===== src/rtl/prd_pkg.sv =====
package prd_pkg;

    parameter int unsigned PINS     = 14;
    localparam int unsigned NPAT    = 2 * PINS + 2;
    localparam int unsigned PAT_W   = $clog2(NPAT);
    localparam int unsigned BIG_TAIL = 2;

    typedef logic [PINS-1:0]  pinvec_t;
    typedef logic [PAT_W-1:0] patidx_t;

    typedef enum logic [1:0] {
        PH_BASE_LO,
        PH_WALK_HI,
        PH_BASE_HI,
        PH_WALK_LO
    } phase_e;

    typedef struct packed {
        phase_e  phase;
        patidx_t pos;
    } patinfo_t;

    typedef struct packed {
        pinvec_t outs;
        pinvec_t ins;
        logic    big;
        logic    small_first;
    } verdict_t;

    typedef enum logic [1:0] {
        SQ_IDLE,
        SQ_RUN,
        SQ_FIN
    } seq_state_e;

    function automatic patinfo_t decode_idx(patidx_t idx);
        patinfo_t    r;
        int unsigned i;
        i     = 32'(idx);
        r.pos = '0;
        if (i == 0) begin
            r.phase = PH_BASE_LO;
        end else if (i <= PINS) begin
            r.phase = PH_WALK_HI;
            r.pos   = PAT_W'(i - 1);
        end else if (i == PINS + 1) begin
            r.phase = PH_BASE_HI;
        end else begin
            r.phase = PH_WALK_LO;
            r.pos   = PAT_W'(i - PINS - 2);
        end
        return r;
    endfunction

    function automatic pinvec_t drive_for(patinfo_t pi);
        pinvec_t one;
        one = pinvec_t'(1) << pi.pos;
        case (pi.phase)
            PH_BASE_LO: return '0;
            PH_WALK_HI: return one;
            PH_BASE_HI: return '1;
            default:    return ~one;
        endcase
    endfunction

    function automatic verdict_t classify(pinvec_t outs, pinvec_t ins);
        verdict_t v;
        pinvec_t  seen;
        seen          = outs | ins;
        v.outs        = outs;
        v.ins         = ins;
        v.big         = |seen[PINS-1 -: BIG_TAIL];
        v.small_first = !v.big && (&seen[PINS-BIG_TAIL-1:0]);
        return v;
    endfunction

endpackage


===== src/rtl/prd_pattern_seq.sv =====
module prd_pattern_seq
    import prd_pkg::*;
#(
    parameter int unsigned SETTLE_CYC = 4
) (
    input  logic     clk,
    input  logic     rst,
    input  logic     start,
    output pinvec_t  pull_hi,
    output patinfo_t info,
    output logic     sample_en,
    output logic     busy,
    output logic     fin
);

    localparam int unsigned CNT_W = (SETTLE_CYC > 1) ? $clog2(SETTLE_CYC) : 1;
    localparam logic [CNT_W-1:0] CNT_LAST = CNT_W'(SETTLE_CYC - 1);

    seq_state_e       state;
    patidx_t          idx;
    logic [CNT_W-1:0] cnt;
    pinvec_t          pull_q;

    assign info      = decode_idx(idx);
    assign sample_en = (state == SQ_RUN) && (cnt == CNT_LAST);
    assign busy      = (state != SQ_IDLE);
    assign fin       = (state == SQ_FIN);
    assign pull_hi   = pull_q;

    always_ff @(posedge clk) begin
        if (rst) begin
            state  <= SQ_IDLE;
            idx    <= '0;
            cnt    <= '0;
            pull_q <= '0;
        end else begin
            case (state)
                SQ_IDLE: begin
                    if (start) begin
                        state  <= SQ_RUN;
                        idx    <= '0;
                        cnt    <= '0;
                        pull_q <= drive_for(decode_idx('0));
                    end
                end
                SQ_RUN: begin
                    if (sample_en) begin
                        cnt <= '0;
                        if (idx == patidx_t'(NPAT - 1)) begin
                            state  <= SQ_FIN;
                            pull_q <= '0;
                        end else begin
                            idx    <= idx + patidx_t'(1);
                            pull_q <= drive_for(decode_idx(idx + patidx_t'(1)));
                        end
                    end else begin
                        cnt <= cnt + CNT_W'(1);
                    end
                end
                default: state <= SQ_IDLE;
            endcase
        end
    end


    walk_hi_single_chk: assert property (@(posedge clk) disable iff (rst)
        (state == SQ_RUN && info.phase == PH_WALK_HI) |-> $countones(pull_q) == 1);


    walk_lo_single_chk: assert property (@(posedge clk) disable iff (rst)
        (state == SQ_RUN && info.phase == PH_WALK_LO) |-> $countones(~pull_q) == 1);


    pull_hold_chk: assert property (@(posedge clk) disable iff (rst)
        (state == SQ_RUN && !sample_en) |=> $stable(pull_q));


    settle_bound_chk: assert property (@(posedge clk) disable iff (rst)
        cnt <= CNT_LAST);

endmodule


===== src/rtl/prd_role_accum.sv =====
module prd_role_accum
    import prd_pkg::*;
(
    input  logic     clk,
    input  logic     rst,
    input  logic     clear,
    input  logic     sample_en,
    input  patinfo_t info,
    input  pinvec_t  pull_hi,
    input  pinvec_t  pin_in,
    output pinvec_t  outs,
    output pinvec_t  ins
);

    pinvec_t base_lo;
    pinvec_t base_hi;
    pinvec_t ref_word;
    pinvec_t moved;
    logic    walking;

    always_comb begin
        walking  = (info.phase == PH_WALK_HI) || (info.phase == PH_WALK_LO);
        ref_word = (info.phase == PH_WALK_HI) ? base_lo : base_hi;
        moved    = (pin_in ^ ref_word) & ~(pinvec_t'(1) << info.pos);
    end

    always_ff @(posedge clk) begin
        if (rst || clear) begin
            base_lo <= '0;
            base_hi <= '0;
        end else if (sample_en) begin
            if (info.phase == PH_BASE_LO) base_lo <= pin_in;
            if (info.phase == PH_BASE_HI) base_hi <= pin_in;
        end
    end

    for (genvar g = 0; g < PINS; g++) begin : g_pin
        logic out_f;
        logic in_f;
        always_ff @(posedge clk) begin
            if (rst || clear) begin
                out_f <= 1'b0;
                in_f  <= 1'b0;
            end else if (sample_en) begin
                if (pin_in[g] != pull_hi[g]) out_f <= 1'b1;
                if (walking && (32'(info.pos) == g) && (|moved)) in_f <= 1'b1;
            end
        end
        assign outs[g] = out_f;
        assign ins[g]  = in_f;
    end


    outs_sticky_chk: assert property (@(posedge clk) disable iff (rst)
        !clear |=> ((outs & $past(outs)) == $past(outs)));


    ins_quiet_chk: assert property (@(posedge clk) disable iff (rst)
        (!clear && !(sample_en && walking)) |=> $stable(ins));

endmodule


===== src/rtl/pin_role_scanner.sv =====
module pin_role_scanner
    import prd_pkg::*;
#(
    parameter int unsigned SETTLE_CYC = 4
) (
    input  logic            clk,
    input  logic            rst,
    input  logic            start,
    input  logic [PINS-1:0] pin_in,
    output logic [PINS-1:0] pull_hi,
    output logic            busy,
    output logic            done,
    output logic [PINS-1:0] out_mask,
    output logic [PINS-1:0] in_mask,
    output logic            is_16pin,
    output logic            try_14_first
);

    patinfo_t info;
    logic     sample_en;
    logic     fin;
    logic     accept;
    pinvec_t  acc_outs;
    pinvec_t  acc_ins;
    verdict_t verdict_q;
    logic     done_q;

    assign accept = start && !busy;

    prd_pattern_seq #(.SETTLE_CYC(SETTLE_CYC)) u_seq (
        .clk       (clk),
        .rst       (rst),
        .start     (start),
        .pull_hi   (pull_hi),
        .info      (info),
        .sample_en (sample_en),
        .busy      (busy),
        .fin       (fin)
    );

    prd_role_accum u_acc (
        .clk       (clk),
        .rst       (rst),
        .clear     (accept),
        .sample_en (sample_en),
        .info      (info),
        .pull_hi   (pull_hi),
        .pin_in    (pin_in),
        .outs      (acc_outs),
        .ins       (acc_ins)
    );

    always_ff @(posedge clk) begin
        if (rst) begin
            verdict_q <= '0;
            done_q    <= 1'b0;
        end else begin
            done_q <= fin;
            if (fin) verdict_q <= classify(acc_outs, acc_ins);
        end
    end

    assign done         = done_q;
    assign out_mask     = verdict_q.outs;
    assign in_mask      = verdict_q.ins;
    assign is_16pin     = verdict_q.big;
    assign try_14_first = verdict_q.small_first;


    done_single_chk: assert property (@(posedge clk) disable iff (rst)
        done |=> !done);


    verdict_hold_chk: assert property (@(posedge clk) disable iff (rst)
        !done |-> ($stable(out_mask) && $stable(in_mask) && $stable(is_16pin)));


    done_idle_chk: assert property (@(posedge clk) disable iff (rst)
        done |-> !busy);


    flag_excl_chk: assert property (@(posedge clk) disable iff (rst)
        is_16pin |-> !try_14_first);

endmodule


===== config.mk =====
export PLATFORM = sky130hd
export DESIGN_NAME = pin_role_scanner
export DESIGN_NICKNAME = d
export VERILOG_FILES = /design/src/rtl/prd_pkg.sv /design/src/rtl/prd_pattern_seq.sv /design/src/rtl/prd_role_accum.sv /design/src/rtl/pin_role_scanner.sv
export SDC_FILE = /design/constraint.sdc
export NUM_CORES = 1
export LEC_CHECK = 0
export BUFFER_PORTS_ARGS = -buffer_cell sky130_fd_sc_hd__buf_2
export CORE_ASPECT_RATIO = 0.8
export CORE_UTILIZATION = 54
export CTS_BUF_LIST = sky130_fd_sc_hd__clkbuf_4 sky130_fd_sc_hd__clkbuf_8
export DETAILED_ROUTE_END_ITERATION = 8
export PLACE_DENSITY = 0.84
export SLEW_MARGIN = 20
export SYNTH_ARGS = -nofsm -noshare
export SYNTH_HDL_FRONTEND = slang
export SYNTH_HIERARCHICAL = 1
export SYNTH_SLANG_ARGS = --single-unit
export TNS_END_PERCENT = 50

===== constraint.sdc =====
create_clock -name clk -period 4.7 [get_ports clk]
set_clock_uncertainty 0.15 [all_clocks]
set_input_delay 0.94 -clock clk [delete_from_list [all_inputs] [get_ports clk]]
set_output_delay 0.94 -clock clk [all_outputs]
set_load 0.01 [all_outputs]

==> qor.txt, run 1 <==
Number of synthesized flops with an enable pin: 0
Layout cell share with drive strength beyond 1: 17.39%
Yosys warns: 6
Post-Synthesis Cells: 692
Setup Buffers After CTS: 0
Hpwl dp: 10860 um
TNS Setup: 0 ns
Met1 wire length: 6493 um
Routed wl met2: 6302 um
Worst-path clk slew: 0.10 ns
Worst setup SP type: flop
FF+latch count, synth: 110
Initial drt markers: 523
Detailed-route DRC error count: 0
Hold Fails Final Rpt: 0
Worst r2r src: u_seq/idx[0]
Largest net degree at the start of global routing: 55
Data arrival, critical path: 4.43 ns
Top cell type's share of synthesized area: 38.25%
Initial antenna violation count: 0
Global-route wire length before repair: 23920 um
Max-capacitance violation count: 0
Count leader, synth: nand2_1
Starting Density: 55.77%
Worst-Skew Late Latency: 0.39 ns
Die ar.: 11080 um^2
Nets: 732
Yosys top cell by area: dfxtp_1
Post-CTS resize count: 0
Clk buf depth: 2
CTS Buf Count: 9
H-tree depth: 3
DRT Pass-1 Iters: 5
Worst reg2reg path endpoint: u_acc/g_pin[11].in_f
Peak VDD IR: 0.1638 mV
Diodes inserted: 0
Highest metal used: met4
Hold_buf cts: 0
Final Instance Count excl. Fillers: 853
Leak: 2.426 nW
Min Tclk post-route: 4.313 ns
GRT Resource Usage Total: 27.23%
CP Capture Type: flop
Ys async rst share: 0%
Vias in the first global route: 4799
# IOs: 63
Placed Area: 5908 um^2
Synth unique cells: 72
Vias: 5064
Die width: 117.4 um
Cell Pwr Density: 254.9 nW/um^2
Setup crit start: u_seq/idx[0]
Slew Limit Fails: 0
Slew at the pin closest to its max-slew limit: 1.079 ns
DR WL/cell: 17.08 um
Register-to-Register Path Depth: 18
Area Growth Syn to Fin: 5.912%
Crit Path Category: reg2reg
Main synth FF type: dfxtp_1
CTS tree: built
Critical Path RT: 4.82 ns
Outcome: completed
Final setup violating endpoints: 0
Worst setup endpoint: u_acc/g_pin[11].in_f
Core Area: 10320 um^2
Row cnt: 33
GRT overflow: 0
Die Ht: 94.35 um
Part of the cycle the worst path needs: 91.76%
Max Clock Freq: 0.2319 GHz
Post-Syn Nets: 716
Placed insts: 837
CP max FO: 14
Met3 wire len: 1312 um
Power, Total: 1.554 mW
Via density: 5.937
Root buf cell: clkbuf_8
Mapped Area: 5757 um^2
Post-synth top cells: 116 x nand2_1, 110 x dfxtp_1, 81 x nor2_1
Routed Antenna Nets: 0
# port buffers: 62
Largest cells by area after synthesis: dfxtp_1 38%, mux2i_1 7.7%, nand2_1 7.6%
Reg2reg setup slack: 0.39 ns
WL final: 14570 um
CTS sink count: 110
Gpl congestion: 0.9494
Sequential share of the synthesized area: 38.25%
Fin area: 6097 um^2
Relative slew slack: 27.89%
Mean Syn Cell Area: 8.319 um^2
RSZ-0062 raised after global routing: no
Hold Path Class: reg2reg
-- final cells by class --
class	instances	area, um^2
flip-flops and latches	110	2202
fillers	911	4225
repair buffers	71	377.9
inverters	13	48.80
multi-input cells	503	3107
clock inverters	5	41.29
well taps	140	175.2
clock buffers	11	145.1
-- kinds of logic after synthesis --
group | Yosys count | synth area share (%)
buf+inv | 79 | 7.955
mux | 45 | 7.911
compound gates | 147 | 16.54
fa+ha+maj | 7 | 1.521
flops | 110 | 38.25
xor+xnor | 33 | 5.021
simple gates | 271 | 22.80
-- worst min path at each step --
stage | start | depth (start not counted) | endpoint
after CTS | u_acc/base_hi[5] | 2 | u_acc/base_hi[5]
after global placement | u_acc/base_lo[5] | 2 | u_acc/base_lo[5]
after floorplan | u_acc/g_pin[0].in_f | 2 | u_acc/g_pin[0].in_f
after detailed placement | u_acc/base_hi[5] | 2 | u_acc/base_hi[5]
final | u_acc/base_hi[5] | 2 | u_acc/base_hi[5]
after global routing | u_acc/base_lo[8] | 2 | u_acc/base_lo[8]
-- power by group --
group	total (mW)	internal [mW]	switching, mW
sequential	0.935	0.933	0.00191
combinational	0.0710	0.0198	0.0512
clock	0.548	0.219	0.329
-- flip-flops by register name (all words and copies together), names as in the netlist --
register           count
u_seq/idx              5
u_acc/base_hi         14
is_16pin               1
u_acc/g_pin.out_f     14
done                   1
u_acc/g_pin.in_f      14
u_seq/state            2
try_14_first           1
u_acc/base_lo         14
u_seq/cnt              2
out_mask              14
u_seq/pull_hi         14
in_mask               14
-- cell usage in the layout (no fill, tap or decap), types with 3 or more instances in the layout --
cell / Yosys / routed
nor2b_1: 7 / 6
o22ai_1: 7 / 7
nand3b_1: 3 / 3
a32oi_1: 6 / 6
nor4_1: 3 / 3
a211oi_1: 3 / 3
nand3_1: 11 / 11
dfxtp_1: 110 / 110
nor4_4: 3 / 3
nand2_1: 116 / 116
xor2_1: 17 / 17
nor2_1: 81 / 81
clkbuf_8: 0 / 10
a22oi_1: 6 / 6
ha_1: 7 / 7
buf_4: 33 / 9
and2_1: 4 / 4
or3_1: 3 / 3
o21ai_0: 34 / 34
mux2i_1: 44 / 44
nand4_1: 5 / 5
or2_2: 3 / 3
nor3_1: 7 / 7
xnor2_1: 16 / 16
a21oi_1: 59 / 59
inv_1: 13 / 13
a31oi_1: 4 / 4
buf_2: 9 / 62
-- per-layer routing --
layer	global-route usage, %	vias up
li1	-	2387
met2	42.75	266
met1	36.03	2369
met3	5.978	42
met4	12.45	0
met5	0	-
-- metrics by stage --
stage | hold WS (ns) | utilization (%) | setup WS [ns]
detailed placement | 0.2961 | 57.24 | 0.3686
finish | 0.3149 | 59.07 | 0.3871
global placement | 0.2927 | 57.24 | 0.6403
global route | 0.3400 | 59.07 | 0.03492
floorplan | 0.2763 | - | 0.7219
CTS | 0.3105 | 59.04 | 0.3455
-- worst max-delay path, cell delays in order (launching register included) --
cell and delay, ns:
dfxtp_1 0.32, inv_1 0.15, ha_1 0.30, inv_1 0.10, and3_1 0.20, a21oi_1 0.28, inv_1 0.17, nand2_1 0.10
o21ai_0 0.15, inv_1 0.20, nand2b_2 0.19, buf_4 0.24, mux2i_1 0.20, xnor2_1 0.12, a221o_1 0.35, or4_1 0.49
a211oi_2 0.16, buf_4 0.21, o21ai_0 0.12
Power figures use the tool's default switching activity.
==> run 2: changes to the inputs <==
- CAP_MARGIN: not set -> 20
- REMOVE_ABC_BUFFERS: not set -> 1
- SKIP_CTS_REPAIR_TIMING: not set -> 1
==> run 2 against run 1 <==
Net effect:
- fmax is 1.2% lower
- first-iteration DRC count is 21% lower
- wire length is 1.0% lower
- worst hold slack better by 0.0012 ns
- die area stayed put
- sequential share of layout area is 0.053 points lower
- critical path depth is 1 lower
- utilization is 0.12 points higher
- largest cell class unchanged
==> qor.txt, run 2 (synthesis gave the netlist of run 1 again) <==
Outcome: completed
Crit Path Category: reg2reg
Area Growth Syn to Fin: 6.129%
Root buf cell: clkbuf_8
CTS tree: built
CTS sink count: 110
Reg area: 2203 um^2
DRT Pass-1 Iters: 5
Hold Fails Final Rpt: 0
CP max FO: 14
H-tree depth: 3
Initial drt markers: 411
Detailed-route DRC error count: 0
Max stage delay cell, worst path: dfxtp_2
GRT Resource Usage Total: 27.43%
# IOs: 63
CTS Buf Count: 9
Hold Slack: 0.3161 ns
Slew Limit Fails: 0
CP max stage delay: 0.49 ns
RSZ-0062 raised after global routing: no
Final setup violating endpoints: 0
Top Family by Delay on Critical Path: simple AND/OR/NAND/NOR gates
Vias: 4987
Largest net degree at the start of global routing: 54
Most common cell on crit path: inv_1
Routed Antenna Nets: 0
Slew at the pin closest to its max-slew limit: 1.098 ns
CP Capture Type: flop
Worst-path clk slew: 0.11 ns
Relative slew slack: 26.66%
Starting Density: 55.77%
Finished Core Util: 59.19%
Diodes inserted: 0
Hpwl dp: 10760 um
Worst setup SP type: flop
Die Ht: 94.35 um
TNS Setup: 0 ns
Die ar.: 11080 um^2
Peak VDD IR: 0.2592 mV
# fillers: 934
WL final: 14420 um
Final worst slack: 0.3369 ns
Commonest cells after routing, fill and taps aside: 116 x nand2_1, 109 x dfxtp_1, 80 x nor2_1
Vias in the first global route: 4703
DR WL/cell: 16.91 um
Initial antenna violation count: 0
Worst-Skew Late Latency: 0.39 ns
Die width: 117.4 um
Via density: 5.846
Commonest non-fill, non-tap cell in the layout: nand2_1
Part of the cycle the worst path needs: 92.83%
Nets: 732
Layout cell share with drive strength beyond 1: 17.81%
Worst slack at placement: 0.1540 ns
Critical Path RT: 4.83 ns
Max Clock Freq: 0.2292 GHz
Gpl congestion: 0.9322
Hold Path Class: reg2reg
Global-route wire length before repair: 23940 um
Core Area: 10320 um^2
Cell Pwr Density: 254.1 nW/um^2
Data arrival, critical path: 4.50 ns
Buffer and inverter count on the worst path: 4
Min Tclk post-route: 4.363 ns
# port buffers: 62
Critical Path, Cell by Cell: ha_1 -> inv_1 -> and3_1 -> a21oi_1 -> inv_1 -> nand2_1 -> o21ai_0 -> nor2_2 -> nor2b_1 -> inv_1 -> or2_2 -> a21oi_1 -> o22ai_1 -> or4_1 -> a211oi_2 -> buf_4 -> o21ai_0
Power, Total: 1.553 mW
Clk buf depth: 2
Leak: 2.429 nW
GRT overflow: 0
Row cnt: 33
Area of the multi-input gates: 3120 um^2
Max-capacitance violation count: 0
## run 2: cell count changes in the layout (fill, tap and decap cells not counted)
cell	previous run	this run
a221oi_1	1	0
a221oi_2	0	1
clkbuf_8	10	9
dfxtp_1	110	109
dfxtp_2	0	1
inv_8	1	2
nand2b_2	1	0
nand2b_4	0	1
nor2_1	81	80
nor2_2	1	2
## run 2: worst min-delay path: stages (launching register included)
cell     delay [ns]
dfxtp_1        0.32
nand2_1        0.05
a21oi_1        0.05
## run 2: power by group
group	switching, mW	internal, mW	total (mW)
clock network	0.338	0.208	0.547
registers	0.00199	0.933	0.935
logic	0.0507	0.0203	0.0710
## run 2: path summary, 6_finish.rpt
kind / end / slack, ns / startpoint / depth (start not counted)
setup / recovery: u_acc/g_pin[7].in_f / 0.34 / u_seq/idx[1] / 17
hold / removal: u_acc/base_hi[8] / 0.32 / u_acc/base_hi[8] / 2
setup reg to reg: u_acc/g_pin[7].in_f / 0.34 / u_seq/idx[1] / 17
hold reg to reg: u_acc/base_hi[8] / 0.32 / u_acc/base_hi[8] / 2
## run 2: layout make-up
| class | instances | share of cell area [%] |
|---|---|---|
| Clock inverter | 6 | 0.8601 |
| Clock buffer | 10 | 2.150 |
| Timing Repair Buffer | 71 | 6.185 |
| Sequential cell | 110 | 36.06 |
| Inverter | 13 | 0.7987 |
| Tap cell | 140 | 2.867 |
| Multi-Input combinational cell | 503 | 51.08 |
## run 2: routing by layer
layer	track usage, %	share of wire, %
met2	43.00	44
met1	38.14	47
met5	0	0
met3	5.737	7.6
met4	8.009	1.5
## run 2: through the flow
stage / std cells / area (um^2)
global route: 853 / 6110
detailed placement: 837 / 5908
floorplan: 626 / 5348
global placement: 837 / 5908
CTS: 853 / 6092
finish: 853 / 6110
